$ cat config.mk
export PLATFORM = sky130hd
export DESIGN_NAME = evt_irq_unit
export DESIGN_NICKNAME = d
export VERILOG_FILES = /design/src/rtl/evt_irq_pkg.sv /design/src/rtl/evt_irq_group.sv /design/src/rtl/evt_irq_out.sv /design/src/rtl/evt_irq_unit.sv
export SDC_FILE = /design/constraint.sdc
export NUM_CORES = 1
export LEC_CHECK = 0
export ABC_AREA = 1
export BUFFER_PORTS_ARGS = -buffer_cell sky130_fd_sc_hd__buf_4
export CAP_MARGIN = 20
export CELL_PAD_IN_SITES_DETAIL_PLACEMENT = 0
export CELL_PAD_IN_SITES_GLOBAL_PLACEMENT = 1
export CORE_AREA = 2 2 89 91
export DETAILED_ROUTE_END_ITERATION = 10
export DIE_AREA = 0 0 91 93
export PLACE_DENSITY_LB_ADDON = 0.1
export SLEW_MARGIN = 20
export SYNTH_ARGS = -nofsm -noshare
export SYNTH_HDL_FRONTEND = slang
export SYNTH_HIERARCHICAL = 1
export SYNTH_SLANG_ARGS = --single-unit
$ cat constraint.sdc
create_clock -name clk -period 1.5 [get_ports clk]
set_input_delay 0.45 -clock clk [delete_from_list [all_inputs] [get_ports clk]]
set_output_delay 0.45 -clock clk [all_outputs]
set_load 0.01 [all_outputs]
$ cat src/rtl/evt_irq_pkg.sv
package evt_irq_pkg;
  localparam int unsigned OFF_STAT = 0;
  localparam int unsigned OFF_MASK = 1;
  localparam int unsigned OFF_FORCE = 2;
  localparam int unsigned RX_BASE = 0;
  localparam int unsigned TX_BASE = 4;

  typedef enum logic [1:0] {VIEW_STAT, VIEW_MASK, VIEW_FORCE, VIEW_NONE} view_e;

  function automatic view_e decode_view(input logic [31:0] a, input int unsigned base);
    if (a == base + OFF_STAT) return VIEW_STAT;
    if (a == base + OFF_MASK) return VIEW_MASK;
    if (a == base + OFF_FORCE) return VIEW_FORCE;
    return VIEW_NONE;
  endfunction
endpackage

$ cat src/rtl/evt_irq_group.sv
module evt_irq_group #(
  parameter int unsigned N = 9,
  parameter int unsigned DATA_W = 16,
  parameter int unsigned ADDR_W = 3,
  parameter int unsigned BASE = 0
) (
  input  logic              clk,
  input  logic              rst,
  input  logic              path_en,
  input  logic [N-1:0]      evt,
  input  logic              wr,
  input  logic [ADDR_W-1:0] addr,
  input  logic [N-1:0]      wbits,
  output logic [N-1:0]      status,
  output logic [N-1:0]      mask,
  output logic [DATA_W-1:0] rd_val
);
  import evt_irq_pkg::*;

  view_e view;
  logic wr_stat, wr_mask, wr_force;
  logic [N-1:0] set_v, clr_v, status_q, mask_q;

  assign view = decode_view(32'(addr), BASE);
  assign wr_stat = wr && (view == VIEW_STAT);
  assign wr_mask = wr && (view == VIEW_MASK);
  assign wr_force = wr && (view == VIEW_FORCE);

  // per-bit set/clear terms; a set outranks a clear
  for (genvar i = 0; i < N; i++) begin : g_bit
    assign set_v[i] = (path_en && evt[i]) || (wr_force && wbits[i]);
    assign clr_v[i] = wr_stat && wbits[i];
  end

  always_ff @(posedge clk) begin
    if (rst) begin
      status_q <= '0;
      mask_q <= '1;
    end else begin
      status_q <= (status_q & ~clr_v) | set_v;
      if (wr_mask) mask_q <= wbits;
    end
  end

  always_comb begin
    case (view)
      VIEW_STAT, VIEW_FORCE: rd_val = DATA_W'(status_q);
      VIEW_MASK: rd_val = DATA_W'(mask_q);
      default: rd_val = '0;
    endcase
  end

  assign status = status_q;
  assign mask = mask_q;
endmodule

$ cat src/rtl/evt_irq_out.sv
module evt_irq_out #(
  parameter int unsigned DATA_W = 16
) (
  input  logic              clk,
  input  logic              rst,
  input  logic              rd,
  input  logic [DATA_W-1:0] rd_val,
  input  logic              pend,
  output logic [DATA_W-1:0] rdata,
  output logic              irq
);
  always_ff @(posedge clk) begin
    if (rst) begin
      rdata <= '0;
      irq <= 1'b0;
    end else begin
      rdata <= rd ? rd_val : '0;
      irq <= pend;
    end
  end
endmodule

$ cat src/rtl/evt_irq_unit.sv
module evt_irq_unit #(
  parameter int unsigned RX_N = 9,
  parameter int unsigned TX_N = 3,
  parameter int unsigned DATA_W = 16,
  parameter int unsigned ADDR_W = 3
) (
  input  logic              clk,
  input  logic              rst,
  input  logic              rx_en,
  input  logic              tx_en,
  input  logic [RX_N-1:0]   rx_evt,
  input  logic [TX_N-1:0]   tx_evt,
  input  logic              reg_wr,
  input  logic              reg_rd,
  input  logic [ADDR_W-1:0] reg_addr,
  input  logic [DATA_W-1:0] reg_wdata,
  output logic [DATA_W-1:0] reg_rdata,
  output logic              irq
);
  import evt_irq_pkg::*;

  localparam int unsigned WIDEST = (RX_N > TX_N) ? RX_N : TX_N;

  logic [RX_N-1:0] rx_status, rx_mask;
  logic [TX_N-1:0] tx_status, tx_mask;
  logic [DATA_W-1:0] rx_rd, tx_rd;
  logic pend;

  evt_irq_group #(.N(RX_N), .DATA_W(DATA_W), .ADDR_W(ADDR_W), .BASE(RX_BASE)) u_rx (
    .clk(clk), .rst(rst), .path_en(rx_en), .evt(rx_evt), .wr(reg_wr),
    .addr(reg_addr), .wbits(reg_wdata[RX_N-1:0]),
    .status(rx_status), .mask(rx_mask), .rd_val(rx_rd)
  );

  evt_irq_group #(.N(TX_N), .DATA_W(DATA_W), .ADDR_W(ADDR_W), .BASE(TX_BASE)) u_tx (
    .clk(clk), .rst(rst), .path_en(tx_en), .evt(tx_evt), .wr(reg_wr),
    .addr(reg_addr), .wbits(reg_wdata[TX_N-1:0]),
    .status(tx_status), .mask(tx_mask), .rd_val(tx_rd)
  );

  // reserved write-data bits are discarded
  if (DATA_W > WIDEST) begin : g_resv
    logic wdata_unused;
    assign wdata_unused = ^reg_wdata[DATA_W-1:WIDEST];
  end

  assign pend = (|(rx_status & ~rx_mask)) | (|(tx_status & ~tx_mask));

  evt_irq_out #(.DATA_W(DATA_W)) u_out (
    .clk(clk), .rst(rst), .rd(reg_rd), .rd_val(rx_rd | tx_rd),
    .pend(pend), .rdata(reg_rdata), .irq(irq)
  );
endmodule

==> results of run 1 <==
[kinds of logic after synthesis]
logic type      count (synthesis)  share of synthesized area
flops                          41                     0.3759
simple gates                  157                     0.3444
other cells                     2                   0.003440
compound gates                 28                    0.08997
buf+inv                        80                     0.1862
[tightest hold or removal path: cells and delay by family]
kind,cells,cell delay (ns)
buf+inv,1,0.10
simple gates,2,0.10
[through the flow]
step                      hold WS, ns  instances  cell area [µm²]
after floorplan                0.4424        326             2251
after global placement         0.4612        456             2581
after detailed placement       0.4613        456             2581
after CTS                      0.3625        464             2701
after global routing           0.3777        464             2701
final                          0.3740        464             2701
[cell usage after synthesis]
cell                       count  share of area
sky130_fd_sc_hd__buf_6         1         0.0052
sky130_fd_sc_hd__inv_2         6          0.010
sky130_fd_sc_hd__dfxtp_1      41           0.38
sky130_fd_sc_hd__nand4_1       3         0.0086
sky130_fd_sc_hd__or2_2        16          0.046
sky130_fd_sc_hd__a21oi_2       2         0.0080
sky130_fd_sc_hd__nand4_2       1         0.0057
sky130_fd_sc_hd__nor2_1       16          0.028
sky130_fd_sc_hd__buf_1         1         0.0017
sky130_fd_sc_hd__nor2_2       11          0.032
sky130_fd_sc_hd__a22o_1        9          0.036
sky130_fd_sc_hd__nand2_2       2         0.0057
sky130_fd_sc_hd__nand2_1      74           0.13
sky130_fd_sc_hd__conb_1        2         0.0034
sky130_fd_sc_hd__nand3_1      29          0.066
sky130_fd_sc_hd__clkinv_1      1         0.0017
sky130_fd_sc_hd__buf_4        22          0.076
sky130_fd_sc_hd__a22o_2        3          0.014
sky130_fd_sc_hd__nor2_4        3          0.015
sky130_fd_sc_hd__nand2_4       2          0.010
sky130_fd_sc_hd__clkinv_4      1         0.0040
sky130_fd_sc_hd__a21oi_1      13          0.030
sky130_fd_sc_hd__o21ai_0       1         0.0023
sky130_fd_sc_hd__inv_1        47          0.081
sky130_fd_sc_hd__buf_8         1         0.0069
[metal layers]
layer	GRT usage	share of wire	vias to the layer above
li1	-	-	1011
met3	0.02498	0.046	4
met5	0	0	-
met2	0.1883	0.42	41
met1	0.1721	0.52	699
met4	0.04167	0.014	0
[registers in the layout, indices dropped and copies added, names as in the netlist]
name and flops:
u_tx/status 3, u_out/rdata 16, u_out/irq 1, u_tx/mask 3, u_rx/status 9, u_rx/mask 9
[power by group]
group | total, W | leakage (nW) | internal [W] | switching (W)
registers | 0.00119 | 0.338 | 0.00115 | 0.0000379
logic | 0.000381 | 1.10 | 0.000185 | 0.000196
clock network | 0.000940 | 0.0574 | 0.000541 | 0.000398
[area by class of cell]
cell class,instances,area [µm²]
Tap cell,102,127.6
Clock buffer,6,82.58
Clock inverter,2,37.54
Inverter,55,211.5
Multi-Input combinational cell,205,1023
Sequential cell,41,820.8
Timing Repair Buffer,53,397.9
Fill cell,865,4826
[worst min-delay path by stage]
stage                               to  cells after the start  slack, ns         start
after floorplan           u_tx/mask[0]                      2       0.44  u_tx/mask[0]
after global placement    u_tx/mask[2]                      2       0.46  u_tx/mask[2]
after detailed placement  u_tx/mask[2]                      2       0.46  u_tx/mask[2]
after CTS                 u_rx/mask[6]                      3       0.36  reg_wdata[6]
after global routing      u_rx/mask[3]                      3       0.38  reg_wdata[3]
final                     u_rx/mask[8]                      3       0.37  reg_wdata[8]
==> summary.txt, run 1 <==
Setup path
  • Family with the most delay on the worst path: buffers and inverters
  • CP max FO: 18
  • Reg-to-reg critical path endpoint: u_out/rdata[2]
  • Maximum single-stage delay on the critical path: between 0.2 and 0.3 ns
  • Count of cell instances traversed by the critical path: 7
  • Worst Path Buf+Inv: 3
  • Arrival time at the worst endpoint: roughly 1.4 ns
  • Slowest stage cell, crit path: sky130_fd_sc_hd__buf_4
  • Reg2Reg Setup Slack: about 0.39 ns
  • Type of element launching the critical path: input pin
  • CP dominant cell by count: sky130_fd_sc_hd__buf_4
  • Critical register-to-register path startpoint: u_tx/status[2]
  • Critical path class: in -> reg
  • CP endpoint kind: register
  • Cells along the critical path: buf_4 > nor2_4 > buf_4 > nand3_1 > nand2_1 > inv_1 > a21oi_1
  • Required time worst endpoint: around 1.7 ns
  • Setup crit start: reg_addr[0]
  • End point of the critical path: u_rx/status[7]
  • Cell count of the worst reg-to-reg path: 4

Placement
  • PortBufs: between 40 and 50
  • Final GP Congestion: 0.7842
  • Hpwl dp: between 3000 and 4000 µm
  • Placement-stage worst setup slack: -0.03684 ns

Layout
  • Commonest non-fill, non-tap cell in the layout: sky130_fd_sc_hd__nand2_1
  • Area delta synth->final: 23.72%
  • Layout cell share with drive strength beyond 1: 0.2983
  • Final cell utilization of the core: 0.3589
  • Commonest cells after routing, fill and taps aside: sky130_fd_sc_hd__nand2_1 (74), sky130_fd_sc_hd__buf_4 (53), sky130_fd_sc_hd__inv_1 (47), sky130_fd_sc_hd__dfxtp_1 (41), sky130_fd_sc_hd__nand3_1 (29)
  • Antenna Cells: 0
  • Total Nets Final: between 300 and 400

Clocking
  • Number of levels the H-tree was split into: 2
  • Hold buffer count at cts: 0
  • TritonCTS clock tree: built
  • Clock slew seen by the registers of the worst setup and hold paths: around 0.08 ns
  • Cell at the root of the clock tree: sky130_fd_sc_hd__clkbuf_8
  • Setup repair bufs after CTS: 0
  • Number of sinks driven by the clock tree: 41
  • Clock insertion delay at the later pin of the skew report: about 0.3 ns
  • Worst-case clock buffer depth: 2
  • Resize count post-CTS: 0
  • TritonCTS Buffers: 5

Min path
  • Hold/Removal Path Class: in -> reg

Floorplan
  • Core Area: between 0.007 and 0.008 mm²
  • Placement Rows: 32
  • Starting density of the core: 0.2901
  • Die area: roughly 0.0085 mm²
  • I/O pin count: 54
  • Die Y-Extent: approximately 93 µm
  • DIE WIDTH: around 91 µm

GRT
  • Global-route wire length before repair: roughly 8300 µm
  • Total GRT Usage: 0.1229
  • Antenna violations before repair: 0
  • Largest net degree at the start of global routing: 19
  • Global route overflow: 0
  • Via count of the first global-routing pass: ~1700

Yosys
  • Proportion of synthesized chip area in sequential cells: 0.3759
  • Number of warnings reported in the yosys synthesis log: 6
  • Synthesized area per cell: ~7.1 µm²
  • Total standard cell area after synthesis: approximately 0.0022 mm²
  • Number of distinct library cells after synthesis: 25
  • FF+latch count, synth: 41
  • Post-Syn Instances: around 310

Detailed routing
  • Wire length per cell: between 10 and 15 µm
  • Remaining design rule violation count: 0
  • Via count: 1755
  • Detailed-router iteration count before antenna repair: 4
  • Total routed wirelength: ~4700 µm
  • Via density per instance: approximately 3.8
  • Antenna violation net count after detailed routing: 0
  • DRC marker count from the first detailed-route iteration: 58

STA
  • Post-route clock skew: between 0.008 and 0.009 ns
  • Final critical delay including setup and external delays: 1.201 ns
  • Setup Viol. Count Final: 0
  • Final worst setup slack: roughly 0.3 ns
  • Final period util: 0.8005
  • Max Transition Viols Final: 0
  • Final sum of negative setup slack: 0 ns
  • Final Hold Viols: 0
  • Setup repair after global routing missed its margin: no
  • Highest attainable clock frequency: 832.8 MHz

Outcome
  • Result of the run: finished, final reports clean

Pwr
  • Total power draw: 0.002506 W
  • PwrDens: 927.5 mW/mm²
  • Leakage power of the design: 1.496 nW
  • Highest ir drop seen on vdd: 0.3445 mV

Run
  • Number of maximum-capacitance violations: 0
(Power assumes the default switching activity.)
==> run 2: changes to the inputs <==
Settings changed: ABC_AREA 1 to 0, CORE_AREA 2 2 89 91 to 2 2 90 92, DIE_AREA 0 0 91 93 to 0 0 92 94.
Clock period 1.5 ns to 1.1 ns, I/O delays scaled along.
==> run 2 against run 1 <==
Clock power up 26%. Setup slack worse by 0.38 ns. Register-to-register slack worse by 0.47 ns. Combinational power up 78%. First-iteration DRC count up 45%. Core utilization up 4.6 points. Area after synthesis up 2.3%. The run now ends with negative setup slack left. Total power up 39%. Sequential cell count unchanged.
==> summary.txt, run 2 <==
Floorplan
  • Placement Rows: 32 (unchanged)
  • Core Area: 0.007607 mm² (+1.1%)
  • Die area: 0.008648 mm² (+2.2%)
  • Die Y-Extent: 94 µm (+1.1%)
  • I/O pin count: 54 (unchanged)
  • DIE WIDTH: 92 µm (+1.1%)
  • Starting density of the core: 0.2937 (+0.003690)

Detailed routing
  • Detailed-router iteration count before antenna repair: 4 (unchanged)
  • Routed length on met2: 2449 µm (+25%)
  • Remaining design rule violation count: 0 (unchanged)
  • DRC marker count from the first detailed-route iteration: 84 (+45%)
  • Total routed wirelength: 5312 µm (+14%)
  • Met1 wire length: 2582 µm (+7.2%)
  • Antenna violation net count after detailed routing: 0 (unchanged)
  • Via count: 1708 (-2.7%)
  • Highest metal layer used by the detailed router: met4
  • Metal3 WL: 211 µm (-2.3%)
  • Wire length per cell: 13.18 µm (+31%)
  • Via density per instance: 4.238 (+12%)

GRT
  • Global route overflow: 0 (unchanged)
  • Global-route wire length before repair: 8438 µm (+2.0%)
  • Via count of the first global-routing pass: 1590 (-6.1%)
  • Total GRT Usage: 0.1268 (+0.003976)
  • Antenna violations before repair: 0 (unchanged)
  • Largest net degree at the start of global routing: 19 (unchanged)

Setup path
  • Maximum single-stage delay on the critical path: 0.34 ns (+0.06 ns)
  • Type of element launching the critical path: register
  • Setup crit start: u_rx/status[5]
  • Family with the most delay on the worst path: simple AND/OR/NAND/NOR gates
  • Reg-to-reg critical path endpoint: u_out/irq
  • Required time worst endpoint: 1.28 ns (-0.45 ns)
  • CP endpoint kind: register
  • Critical register-to-register path startpoint: u_rx/status[5]
  • CP max FO: 2 (-16)
  • Slowest stage cell, crit path: sky130_fd_sc_hd__a2111oi_4
  • Arrival time at the worst endpoint: 1.36 ns (-0.08 ns)
  • Critical path class: reg -> reg
  • Worst Path Buf+Inv: 0 (-3)
  • Cells along the critical path: nor2b_4 > a2111oi_4 > nand3_1 > nor2b_1
  • Cell count of the worst reg-to-reg path: 4 (unchanged)
  • Reg2Reg Setup Slack: -0.08 ns (-0.47 ns)

STA
  • Worst Tran Pin Value: just under 0.7 ns
  • Highest attainable clock frequency: about 850 MHz
  • Final Hold Viols: 0 (unchanged)
  • Rel. slew slack: 0.5503
  • Final critical delay including setup and external delays: around 1.2 ns
  • Setup repair after global routing missed its margin: yes
  • Max Transition Viols Final: 0 (unchanged)
  • Setup Viol. Count Final: 2 (+2)
  • Final worst setup slack: -0.08090 ns (-0.3801 ns)
  • Post-route clock skew: 0.01031 ns (+0.001463 ns)
  • Final period util: 1.074

Layout
  • Multi-input gate area: 0.001340 mm² (+31%)
  • Flip-flop and latch area: 835.8 µm² (+1.8%)
  • Commonest cells after routing, fill and taps aside: sky130_fd_sc_hd__buf_4 (63), sky130_fd_sc_hd__dfxtp_1 (29), sky130_fd_sc_hd__conb_1 (20), sky130_fd_sc_hd__nand2b_1 (19), sky130_fd_sc_hd__nor2b_1 (17)
  • Antenna Cells: 0 (unchanged)
  • Most flops, register: u_out/rdata
  • Flip-flop count of the largest register after layout: 16 (unchanged)
  • Fill cells: 787 (-9.0%)
  • Commonest non-fill, non-tap cell in the layout: sky130_fd_sc_hd__buf_4
  • Area delta synth->final: 37.79%
  • Total Nets Final: 338 (-15%)
  • Layout cell share with drive strength beyond 1: 0.4485 (+0.1502)
  • Layout Cell Area excl Fill: 0.003079 mm² (+14%)

Yosys
  • Number of warnings reported in the yosys synthesis log: 6 (unchanged)
  • Number of distinct library cells after synthesis: 28 (+12%)
  • FF+latch count, synth: 41 (unchanged)
  • Proportion of synthesized chip area in sequential cells: 0.3673 (-0.008630)
  • Top cell types by occurrence after synthesis: sky130_fd_sc_hd__dfxtp_1 (41), sky130_fd_sc_hd__buf_4 (22), sky130_fd_sc_hd__nand2b_1 (22)
  • Area share of the largest cell type after synthesis: 0.3673 (-0.008630)
  • Post-synth ARST share: 0 (unchanged)
  • Synthesized area per cell: 9.632 µm² (+36%)
  • Post-Syn Instances: 232 (-25%)
  • Total standard cell area after synthesis: 0.002235 mm² (+2.3%)
  • Top FF cell, synth: sky130_fd_sc_hd__dfxtp_1
  • EDFF count, synth: 0 (unchanged)
  • Cell with the most instances after synthesis: sky130_fd_sc_hd__dfxtp_1
  • Cell types occupying the most area after synthesis: sky130_fd_sc_hd__dfxtp_1 (37%), sky130_fd_sc_hd__buf_4 (7.4%), sky130_fd_sc_hd__nand2b_1 (6.2%)
  • Area leader, netlist: sky130_fd_sc_hd__dfxtp_1

Placement
  • PortBufs: 46 (unchanged)
  • Final GP Congestion: 0.7445 (-5.1%)
  • Cell area after placement: 0.002776 mm² (+7.6%)
  • Hpwl dp: 3759 µm (+6.6%)

Min path
  • Hold_sp: reg_wdata[6]
  • Hold/Removal Path Class: in -> reg
  • End of the worst hold path: u_rx/mask[6]
  • Worst hold path cell count: 2 (-1)

Pwr
  • Leakage power of the design: 1.421 nW (-5.0%)
  • PwrDens: 1133 mW/mm² (+22%)
  • Total power draw: 0.003490 W (+39%)
  • Highest ir drop seen on vdd: 0.4415 mV (+28%)

Clocking
  • Cell at the root of the clock tree: sky130_fd_sc_hd__clkbuf_8
  • Clock insertion delay at the later pin of the skew report: 0.29 ns (about the same)
  • TritonCTS clock tree: built
  • Worst-case clock buffer depth: 2 (unchanged)
  • Number of sinks driven by the clock tree: 41 (unchanged)
  • TritonCTS Buffers: 5 (unchanged)
  • Number of levels the H-tree was split into: 2 (unchanged)
  • Hold buffer count at cts: 0 (unchanged)
  • Clock slew seen by the registers of the worst setup and hold paths: 0.08 ns (about the same)

Outcome
  • Violations in the final reports: negative setup slack
  • Result of the run: finished with violations

Run
  • Number of maximum-capacitance violations: 0 (unchanged)
run 2: cell count changes in the layout (fill, tap and decap cells not counted), sizes merged, moves of 6 or more:
cell	previous run	this run
nand2	78	3
inv	53	6
nand3	29	1
nor2	30	3
buf	53	76
nand2b	0	22
nor2b	0	20
and3b	0	16
a211o	0	12
a22o	12	0
nand3b	0	12
a221o	0	9
a21oi	15	21
run 2: cell type report:
cell class                 count  share of cell area
clock buffer                   5             0.02235
clock inverter                 2             0.01138
inverter                       6            0.007314
multi-input combinational    171              0.4352
sequential                    41              0.2714
tap                          102             0.04145
timing repair buffer          76              0.2109
run 2: where the power goes:
| part | switching [W] | total [W] | internal (W) |
|---|---|---|---|
| clock | 0.000524 | 0.00118 | 0.000660 |
| combinational | 0.000272 | 0.000677 | 0.000404 |
| sequential | 0.0000526 | 0.00163 | 0.00158 |
run 2: worst max-delay path by stage:
| stage | slack [ns] | end | cells after the start |
|---|---|---|---|
| after floorplan | -0.19 | u_rx/status[0] | 4 |
| after global placement | -0.43 | u_rx/status[8] | 4 |
| after detailed placement | -0.43 | u_rx/status[7] | 4 |
| after CTS | -0.09 | u_out/irq | 4 |
| after global routing | -0.14 | u_out/irq | 4 |
| final | -0.08 | u_out/irq | 4 |
run 2: timing repair:
action | CTS | global route
hold endpoints to repair | 0 | 0
setup buffers | 4 | 2
setup endpoints to repair | 24 | 19
resized for setup | 27 | 19
gates cloned | 1 | 0
pin swaps | 5 | 9
run 2: routing by layer:
metal,vias up,GRT usage
met3,6,0.03050
met2,35,0.2053
met5,-,0
met4,0,0.04104
met1,758,0.1664
li1,909,-
run 2: per-stage QoR:
step | instances | setup slack, ns | utilization | TNS (ns) | hold WS [ns]
floorplan | 250 | -0.1928 | - | -2.766 | 0.3991
global placement | 390 | -0.4336 | 0.3650 | -10.44 | 0.4854
detailed placement | 390 | -0.4348 | 0.3650 | -10.70 | 0.4892
CTS | 402 | -0.08607 | 0.3946 | -0.09773 | 0.2422
global route | 403 | -0.1429 | 0.4048 | -0.2688 | 0.2398
finish | 403 | -0.08090 | 0.4048 | -0.08254 | 0.2513
run 2: cells by family (layout without fill, tap and decap cells):
family,after synthesis,after routing,share of synthesized area
buffers and inverters,38,89,0.1131
AOI/OAI and AO/OA,48,48,0.1646
DFF,41,41,0.3673
other,2,20,0.003361
and+or+nand+nor,100,100,0.3382
muxes,3,3,0.01344
==> run 3: changes to the inputs <==
Settings changed: CORE_AREA 2 2 90 92 to 5 5 93 95, DIE_AREA 0 0 92 94 to 0 0 98 100.
==> run 3 against run 2 <==
The run still ends with negative setup slack left. Sequential cell count did not move. Clock skew rose by 0.0027 ns. Sequential power barely moved. Register-to-register slack improved by 0.04 ns. Combinational power rose by 10%. Wire length rose by 6.6%. Clock power fell by 14%. Final area rose by 4.9%. Via count rose by 3.8%. Fmax rose by 3.8%. Total power fell by 2.8%. Sequential share of layout area fell by 0.99 points. Largest cell class unchanged. Largest power group unchanged.
==> summary.txt, run 3 (synthesized netlist as in run 2, its figures left out) <==
Detailed routing
  • Met1 wire length: 2769 µm (+7.2%)
  • Via density per instance: 4.314 (+1.8%)
  • Total routed wirelength: 5665 µm (+6.6%)
  • Routed length on met2: 2588 µm (+5.7%)
  • DRC marker count from the first detailed-route iteration: 71 (-15%)
  • Metal3 WL: 243 µm (+15%)
  • Highest metal layer used by the detailed router: met4
  • Remaining design rule violation count: 0 (unchanged)
  • Via count: 1773 (+3.8%)
  • Wire length per cell: 13.78 µm (+4.6%)
  • Detailed-router iteration count before antenna repair: 4 (unchanged)
  • Antenna violation net count after detailed routing: 0 (unchanged)

Layout
  • Total Nets Final: 345 (+2.1%)
  • Layout cell share with drive strength beyond 1: 0.5275 (+0.07900)
  • Most flops, register: u_out/rdata
  • Commonest cells after routing, fill and taps aside: sky130_fd_sc_hd__buf_4 (57), sky130_fd_sc_hd__buf_6 (22), sky130_fd_sc_hd__dfxtp_1 (22), sky130_fd_sc_hd__conb_1 (20), sky130_fd_sc_hd__dfxtp_2 (19)
  • Final Non-Filler Cells: 411 (+2.0%)
  • Fill cells: 788 (+0.13%)
  • Area delta synth->final: 44.51%
  • Antenna Cells: 0 (unchanged)
  • Commonest non-fill, non-tap cell in the layout: sky130_fd_sc_hd__buf_4
  • Flip-flop count of the largest register after layout: 16 (unchanged)

STA
  • Final critical delay including setup and external delays: 1.137 ns (-0.04377 ns)
  • Highest attainable clock frequency: 879.4 MHz (+3.8%)
  • Rel. slew slack: 0.5783 (+0.02801)
  • Setup repair after global routing missed its margin: yes
  • Post-route worst hold slack: 0.2422 ns (-0.009134 ns)
  • Final Hold Viols: 0 (unchanged)
  • Final period util: 1.034 (-0.03979)
  • Post-route clock skew: 0.01303 ns (+0.002715 ns)
  • Final worst setup slack: -0.03712 ns (+0.04377 ns)
  • Worst Tran Pin Value: 0.6312 ns (-0.04192 ns)
  • Max Transition Viols Final: 0 (unchanged)
  • Setup Viol. Count Final: 5 (+3)
  • Final sum of negative setup slack: -0.09864 ns (-0.01610 ns)

Clocking
  • Worst-case clock buffer depth: 2 (unchanged)
  • Number of levels the H-tree was split into: 2 (unchanged)
  • Number of sinks driven by the clock tree: 41 (unchanged)
  • TritonCTS clock tree: built
  • Hold buffer count at cts: 0 (unchanged)
  • Cell at the root of the clock tree: sky130_fd_sc_hd__clkbuf_8
  • TritonCTS Buffers: 5 (unchanged)
  • Clock slew seen by the registers of the worst setup and hold paths: 0.09 ns (about the same)
  • Clock insertion delay at the later pin of the skew report: 0.30 ns (about the same)

Pwr
  • PwrDens: 1051 mW/mm² (-7.3%)
  • Net load switching power: 0.0009169 W (+8.0%)
  • Highest ir drop seen on vdd: 0.4697 mV (+6.4%)
  • Internal power of the cells: 0.002476 W (-6.2%)
  • Clk pwr share: 0.298 (-0.041)
  • Power share of the sequential group: 0.482 (+0.015)
  • Comb power frac: 0.220 (+0.026)
  • Leakage power of the design: 1.458 nW (+2.6%)
  • Proportion of total power due to net switching: 0.2702 (+0.02688)

Floorplan
  • I/O pin count: 54 (unchanged)
  • Starting density of the core: 0.2922 (-0.001538)
  • Die area: 0.009800 mm² (+13%)
  • Placement Rows: 32 (unchanged)
  • Die Y-Extent: 100 µm (+6.4%)
  • DIE WIDTH: 98 µm (+6.5%)
  • Core Area: 0.007647 mm² (+0.53%)

Setup path
  • Arrival time at the worst endpoint: 1.32 ns (-0.04 ns)
  • Critical path class: reg -> reg
  • CP endpoint kind: register
  • Critical register-to-register path startpoint: u_rx/status[2]
  • Type of element launching the critical path: register
  • Reg-to-reg critical path endpoint: u_out/irq
  • Required time worst endpoint: 1.28 ns (about the same)
  • CP max FO: 2 (unchanged)
  • Reg2Reg Setup Slack: -0.04 ns (+0.04 ns)
  • Cell count of the worst reg-to-reg path: 4 (unchanged)

Min path
  • End of the worst hold path: u_rx/status[3]
  • Worst hold path cell count: 2 (unchanged)
  • Hold/Removal Path Class: in -> reg
  • Hold_sp: rx_evt[3]

Outcome
  • Violations in the final reports: negative setup slack
  • Result of the run: finished with violations

Placement
  • Final GP Congestion: 0.7012 (-5.8%)
  • Count of placed standard cells including taps: 390 (unchanged)
  • Placement-stage worst setup slack: -0.3760 ns (+0.05871 ns)
  • Hpwl dp: 3879 µm (+3.2%)
  • PortBufs: 46 (unchanged)

GRT
  • Global-route wire length before repair: 9156 µm (+8.5%)
  • Total GRT Usage: 0.1185 (-0.008393)
  • Via count of the first global-routing pass: 1783 (+12%)
  • Global route overflow: 0 (unchanged)
  • Antenna violations before repair: 0 (unchanged)
  • Largest net degree at the start of global routing: 23 (+4)

Run
  • Number of maximum-capacitance violations: 0 (unchanged)
-- run 3: critical path, stage by stage (launching register included) --
cell                        delay [ns]
sky130_fd_sc_hd__dfxtp_2          0.34
sky130_fd_sc_hd__nor2b_4          0.13
sky130_fd_sc_hd__a2111oi_4        0.31
sky130_fd_sc_hd__nand3_1          0.09
sky130_fd_sc_hd__nor2b_1          0.15
-- run 3: per-stage QoR --
| step | util | total power, W | cell area, µm² |
|---|---|---|---|
| final | 0.4223 | 0.003393 | 3229 |
| after global routing | 0.4223 | 0.003587 | 3229 |
| after CTS | 0.3879 | 0.003344 | 2967 |
| after detailed placement | 0.3614 | 0.002268 | 2764 |
| after global placement | 0.3614 | 0.002265 | 2764 |
| after floorplan | - | 0.002032 | 2342 |
-- run 3: area by class of cell --
type / count / area (µm²) / share of cell area
Multi-Input combinational cell: 171 / 1406 / 0.4355
Sequential cell: 41 / 844.6 / 0.2615
Timing Repair Buffer: 83 / 740.7 / 0.2294
Tap cell: 102 / 127.6 / 0.03952
Clock buffer: 6 / 72.57 / 0.02247
Inverter: 6 / 22.52 / 0.006974
Clock inverter: 2 / 15.01 / 0.004649
-- run 3: worst max path at each step --
stage | start | to | slack, ns | cells past startpoint
3_5_place_dp | reg_addr[2] | u_rx/status[7] | -0.38 | 4
5_1_grt | u_rx/status[2] | u_out/irq | -0.1 | 4
3_3_place_gp | reg_addr[2] | u_rx/status[8] | -0.36 | 4
4_1_cts | u_rx/status[5] | u_out/irq | -0.06 | 4
2_1_floorplan | reg_addr[2] | u_rx/status[0] | -0.19 | 4
6_report | u_rx/status[2] | u_out/irq | -0.04 | 4
-- run 3: power by group through the flow --
stage	sequential [W]	clock, W	combinational [W]
floorplan	0.00166	0	0.000369
global placement	0.00166	0	0.000608
detailed placement	0.00166	0	0.000612
CTS	0.00163	0.00106	0.000654
global route	0.00165	0.00112	0.000815
finish	0.00164	0.00101	0.000745
-- run 3: what timing repair did --
action                     4_1_cts  5_1_grt
buffers inserted                 2        8
gates cloned                     2        1
gates resized for setup         24       59
setup endpoints to repair       17       31
pin swaps                        5       22
-- run 3: routing by layer --
metal	vias up	global-route usage
li1	925	-
met1	807	0.1588
met2	36	0.1859
met3	5	0.03544
met4	0	0.03195
met5	-	0
